### src/rtl/ushreg_pkg.sv
package ushreg_pkg;

  typedef enum logic [1:0] {
    SH_HOLD = 2'b00,
    SH_UP   = 2'b01,
    SH_DOWN = 2'b10,
    SH_LOAD = 2'b11
  } shmode_e;

  // Pad drivers may turn on only when both enables are asserted (low)
  // and the bus is not needed as a load source.
  function automatic logic pads_may_drive(input logic oe_a_n,
                                          input logic oe_b_n,
                                          input shmode_e md);
    return (!oe_a_n) && (!oe_b_n) && (md != SH_LOAD);
  endfunction

endpackage

### src/rtl/ushreg_next.sv
module ushreg_next #(
  parameter int WIDTH = 8
) (
  input  logic [WIDTH-1:0]    cur,
  input  ushreg_pkg::shmode_e md,
  input  logic                fill_lo,
  input  logic                fill_hi,
  input  logic [WIDTH-1:0]    load_val,
  output logic [WIDTH-1:0]    nxt
);
  import ushreg_pkg::*;

  localparam int TOP = WIDTH - 1;

  // Bit i takes bit i-1; the freed bit 0 takes the serial fill.
  function automatic logic [WIDTH-1:0] move_up(input logic [WIDTH-1:0] v,
                                               input logic fill);
    logic [WIDTH-1:0] r;
    r[0] = fill;
    for (int i = 1; i < WIDTH; i++) r[i] = v[i-1];
    return r;
  endfunction

  // Bit i takes bit i+1; the freed top bit takes the serial fill.
  function automatic logic [WIDTH-1:0] move_down(input logic [WIDTH-1:0] v,
                                                 input logic fill);
    logic [WIDTH-1:0] r;
    r[TOP] = fill;
    for (int i = 0; i < TOP; i++) r[i] = v[i+1];
    return r;
  endfunction

  always_comb begin
    unique case (md)
      SH_UP:   nxt = move_up(cur, fill_lo);
      SH_DOWN: nxt = move_down(cur, fill_hi);
      SH_LOAD: nxt = load_val;
      default: nxt = cur;
    endcase
  end

endmodule

### src/rtl/ushreg_oectl.sv
module ushreg_oectl (
  input  logic                oe_a_n,
  input  logic                oe_b_n,
  input  ushreg_pkg::shmode_e md,
  output logic                drive
);
  import ushreg_pkg::*;

  assign drive = pads_may_drive(oe_a_n, oe_b_n, md);

endmodule

### src/rtl/ushreg8.sv
module ushreg8 #(
  parameter int WIDTH = 8
) (
  input  logic             clk,
  input  logic             rst_n,
  input  logic [1:0]       mode,
  input  logic             fill_lo,
  input  logic             fill_hi,
  input  logic             oe_a_n,
  input  logic             oe_b_n,
  input  logic [WIDTH-1:0] par_in,
  output logic [WIDTH-1:0] par_out,
  output logic             par_drive,
  output logic             q_lo,
  output logic             q_hi
);
  import ushreg_pkg::*;

  localparam int TOP = WIDTH - 1;

  shmode_e          md;
  logic [WIDTH-1:0] state_q;
  logic [WIDTH-1:0] state_nxt;
  logic             clear_evt;   // a clear is taken at this edge
  logic             load_evt;    // a load would be taken at this edge

  assign md        = shmode_e'(mode);
  assign clear_evt = !rst_n;
  assign load_evt  = rst_n && (md == SH_LOAD);

  ushreg_next #(.WIDTH(WIDTH)) u_next (
    .cur      (state_q),
    .md       (md),
    .fill_lo  (fill_lo),
    .fill_hi  (fill_hi),
    .load_val (par_in),
    .nxt      (state_nxt)
  );

  ushreg_oectl u_oectl (
    .oe_a_n (oe_a_n),
    .oe_b_n (oe_b_n),
    .md     (md),
    .drive  (par_drive)
  );

  // Synchronous clear outranks every mode.
  always_ff @(posedge clk) begin
    if (clear_evt) state_q <= '0;
    else           state_q <= state_nxt;
  end

  assign par_out = state_q;
  assign q_lo    = state_q[0];
  assign q_hi    = state_q[TOP];

endmodule

### config.mk
export PLATFORM = sky130hd
export DESIGN_NAME = ushreg8
export DESIGN_NICKNAME = d
export VERILOG_FILES = /design/src/rtl/ushreg_pkg.sv /design/src/rtl/ushreg_next.sv /design/src/rtl/ushreg_oectl.sv /design/src/rtl/ushreg8.sv
export SDC_FILE = /design/constraint.sdc
export NUM_CORES = 1
export LEC_CHECK = 0
export BUFFER_PORTS_ARGS = -buffer_cell sky130_fd_sc_hd__buf_2
export CORE_AREA = 5 5 42 44
export CTS_CLUSTER_SIZE = 16
export DETAILED_ROUTE_END_ITERATION = 10
export DIE_AREA = 0 0 47 49
export MAX_ROUTING_LAYER = met4
export PLACE_DENSITY_LB_ADDON = 0.12
export SKIP_LAST_GASP = 1
export SLEW_MARGIN = 5
export SYNTH_ARGS = -nofsm -noshare
export SYNTH_HDL_FRONTEND = slang
export SYNTH_SLANG_ARGS = --single-unit
export TNS_END_PERCENT = 100
### constraint.sdc
create_clock -name clk -period 2.51 [get_ports clk]
set_clock_uncertainty 0.15 [all_clocks]
set_input_delay 0.251 -clock clk [delete_from_list [all_inputs] [get_ports clk]]
set_output_delay 0.251 -clock clk [all_outputs]
set_load 0.02 [all_outputs]
**Word level (Yosys, flattened, before mapping)**

Index checks and enable logic that the tools add are counted.
Widths: inputs -> output; s select.

- Register bits: 8
- Input bits: 16
- Output and inout bits: 11
- Logic and storage cells: 11

- Eq/ne operators: 4
- Muxes and demuxes: 1
- Reductions and logical operators: 5

Operators by type and width:

| operator | count |
|---|---|
| $pmux 8 s3 | 1 |
| $eq 2x2->1 const B | 2 |
| $reduce_bool 3->1 | 1 |
| $eq 2x1->1 const B | 1 |
| $logic_and 1x1->1 | 2 |
| $logic_not 1->1 | 2 |
| $ne 2x2->1 const B | 1 |

**Longest topological paths before layout**

- Depth in word-level cells: 3
- Depth in mapped cells: 4
- Depth with buffers taken out: 2

**Cells and area by module**

Synthesis repeated with hierarchy kept, for this count alone.

- Cells, all modules: 29
- Area total of the unflattened synthesis: 440.4 um^2

Modules (own cells, without submodules):

| module | times used | cells an instance | area an instance (um^2) | seq. area each (um^2) |
|---|---|---|---|---|
| ushreg8 | 1 | 18 | 225.2 | 160.2 |
| ushreg_next | 1 | 10 | 202.7 | 0.0 |
| ushreg_oectl | 1 | 1 | 12.5 | 0.0 |

**Worst setup path after synthesis**

OpenSTA, ideal clock, no wires.

- Path kind: in2out
- Start point: input port mode[0]
- End point: output port par_drive
- Arrival time: 1.101 ns
- Required time: 2.109 ns
- Path slack: 1.008 ns
- Cell stages on the path: 3
- Buffers on the path: 2
- Cell sequence: buf_6 buf_12 a211oi_1

- Word-level cells in the longest chain between the ends: 2

RTL lines:

| element | line | RTL |
|---|---|---|
| from (decl) | ushreg8.sv:6 | `input logic [1:0] mode,` |
| $ne 2x2->1 | ushreg_pkg.sv:15 | `return (!oe_a_n) && (!oe_b_n) && (md != SH_LOAD);` |
| $logic_and 1x1->1 | ushreg_pkg.sv:15 |  |
| to (decl) | ushreg8.sv:13 | `output logic par_drive,` |

Every way passes these cells.

**Worst setup path after layout**

Same ends and word-level chain as after synthesis.

==> results.txt <==
----------------------------------------------------
[Die]
  Number of rows in the core area ... 14
  Die Area ... 2300 µm²
  Die W ... 47 µm
  Number of placed I/O pins ... 27
  Starting density of the core ... 0.313
  Std-Cell Core Area ... 1400 µm²
  Die Span Y ... 49 µm

[Hold path]
  Worst hold path depth ... 3
  Worst min path class ... in -> reg

[Critical path]
  Top Family by Delay on Critical Path ... buffers and inverters
  Crit path arrival time ... 0.99 ns
  Critical Setup Path Class ... in -> out
  Worst reg2reg startpoint ... par_out[4]
  Sort of element at the end of the critical path ... output port
  Number of cells on the critical path ... 3
  Delay of the slowest critical-path stage ... 0.28 ns
  Origin of the worst setup path ... mode[0]
  Crit-path slowest cell ... a211oi_1
  Reg-to-reg slack, setup ... 1.66 ns
  Critical path peak fanout ... 17
  Number of buffers and inverters on the critical path ... 2
  Logic depth of the worst register-to-register path ... 2
  Capturing instance or port of the critical path ... par_drive
  Cell Chain, Critical Path ... buf_2 -> a211oi_1 -> buf_2
  FF-to-FF End ... par_out[3]
  Kind of start point of the critical path ... input pin
  Req. time, crit path ... 2.11 ns
  Critical path's most frequent cell ... buf_2

[Synth]
  Count of mapped cells out of synthesis ... 40
  Dominant cells by area after synthesis ... dfxtp_1 (37%), mux2i_1 (37%), o22ai_1 (11%), buf_12 (4.6%), buf_4 (3.4%)
  Number of enable flip-flop cells after synthesis ... 0
  Commonest cells in the synthesized netlist ... mux2i_1 (16), dfxtp_1 (8), o22ai_1 (8)
  Cell with the most instances after synthesis ... mux2i_1
  Fraction of registers with async set/reset ... 0
  Register area share after synthesis ... 0.366
  Cell taking the most area after synthesis ... dfxtp_1
  Syn nets ... 56
  Share of Yosys cell area claimed by the top area cell type ... 0.366
  Netlist Area Pre-Place ... 438 µm²
  Mean instance size in the synthesized netlist ... 10.9 µm²
  Synth Register Bits ... 8
  Synth warn ... 0
  Top flip-flop cell by instance count after synthesis ... dfxtp_1
  Post-synthesis cell type count ... 10

[Power]
  Internal Power ... 0.221 mW
  Leakage dissipation ... 0.297 nW
  Peak VDD IR ... 0.000186 V
  Clock share of power ... 0.322
  Net load switching power ... 0.0883 mW
  Combinational group share of total power ... 0.219
  Switching Fraction ... 0.286
  Reg power frac ... 0.459
  Power density of the placed cells ... 551 nW/µm²

[Place]
  Count of buffers from port buffering ... 26
  Cell count after placement ... 77
  Cell area reported after detailed placement ... 538 µm²
  Placer congestion estimate ... 0.674

[Cells and area]
  Fillers ... 158
  Share of post-route cells with drive strength above 1 ... 0.453
  Area growth syn-to-layout ... 28.0%
  Sequential cell area ... 160 µm²
  Area occupied by multi-input gates ... 228 µm²
  Final core occ ... 0.400
  Fin cells ... 80
  Antenna diode instance count ... 0
  Final std cell area, no fill ... 561 µm²
  Final Net Count ... 82
  Number of flip-flops under the largest register name ... 8

[Drt]
  DRT Pass-1 Iters ... 3
  Remaining number of nets flagged by the antenna check after routing ... 0
  DRC ... 0
  Count of vias placed by the detailed router ... 392
  Total routed wirelength ... 1020 µm
  Starting DRC count in detailed routing ... 5
  Vias/cell ... 4.90
  Routed length per instance ... 12.8 µm

[Global routing]
  Overflow left after global routing ... 0
  Vias in the first global route ... 340
  Antenna violations before repair ... 0
  GR Util All Layers ... 0.0933
  Largest net degree at the start of global routing ... 18
  First-pass GRT wire length ... 1500 µm

[Clocking]
  Clock buffer depth ... 2
  Cts bufs inserted ... 3
  Clock transition at the register clock pins on the worst setup and hold paths after CTS ... 0.06 ns
  Count of clock tree sinks ... 8
  Post CTS Setup Buffer Count ... 0
  CTS Root Cell ... clkbuf_4
  Number of hold-repair buffers added at the cts stage ... 0
  Clk_lat worst skew ... 0.25 ns
  Clock tree from TritonCTS ... yes
  Maximum level of the CTS H-tree ... 1
  Resized cells post-CTS ... 0

[Timing]
  Maximum operating frequency ... 719 MHz
  RSZ-0062 raised after global routing ... false
  Relative slew slack ... 0.684
  Final number of setup-violating endpoints ... 0
  Count of final max-slew check failures ... 0
  Setup TNS Final ... 0 ns
  Transition at the pin with the smallest max-transition slack ... 0.474 ns
  Fin crit share ... 0.554
  Hold violation total from the final report ... 0
  Post-layout minimum cycle time ... 1.39 ns

[Status]
  Status ... finished, final reports clean

[Run]
  Total of max-cap violations ... 0

----------------------------------------------------
layer usage:
layer,GRT usage,share of wire,vias to the layer above
met5,-,0,-
met4,0.0691,0.0049,0
met3,0.0332,0.10,2
met2,0.111,0.44,14
met1,0.124,0.45,175
li1,-,-,201
worst reg2reg max path, stage by stage (launching register included):
cell	delay, ns
dfxtp_1	0.36
mux2i_1	0.08
o22ai_1	0.18
power groups by stage:
stage	Clock, mW	Sequential, mW	Combinational [mW]
2_1_floorplan	0	0.153	0.0412
3_3_place_gp	0	0.144	0.0683
3_5_place_dp	0	0.145	0.0681
4_1_cts	0.104	0.142	0.0684
5_1_grt	0.117	0.143	0.0723
6_report	0.0995	0.142	0.0677
cells in the final DEF, fill, tap and decap left out:
| cell type | instances |
|---|---|
| a211oi_1 | 1 |
| buf_2 | 26 |
| clkbuf_4 | 3 |
| dfxtp_1 | 8 |
| mux2i_1 | 16 |
| nand2_1 | 1 |
| nand2b_1 | 1 |
| o22ai_1 | 8 |
kinds of logic (layout without fill, tap and decap cells):
family / after synthesis / count (layout) / share of synthesized area
AO/OA/AOI/OAI: 9 / 9 / 0.131
buffers and inverters: 5 / 29 / 0.114
flip-flops: 8 / 8 / 0.366
multiplexers: 16 / 16 / 0.366
AND/OR/NAND/NOR: 2 / 2 / 0.0229
layout make-up:
cell class | count | area share
clock buffers | 3 | 0.0402
repair buffers | 26 | 0.232
flip-flops and latches | 8 | 0.286
well taps | 16 | 0.0357
multi-input cells | 27 | 0.406
per-stage QoR:
step           hold slack [ns]  power, mW  setup WS [ns]
2_1_floorplan            0.290      0.194           1.01
6_report                 0.135      0.309           1.12
3_5_place_dp             0.393      0.213           1.13
3_3_place_gp             0.389      0.213           1.14
5_1_grt                  0.123      0.333           1.07
4_1_cts                  0.134      0.314           1.12
worst min path at each step:
| stage | slack (ns) | to | from |
|---|---|---|---|
| floorplan | 0.29 | par_out[7] | fill_hi |
| global placement | 0.39 | par_out[7] | fill_hi |
| detailed placement | 0.39 | par_out[4] | par_in[4] |
| CTS | 0.13 | par_out[7] | fill_hi |
| global route | 0.12 | par_out[7] | par_in[7] |
| finish | 0.13 | par_out[7] | fill_hi |
Power figures use the tool's default switching activity.
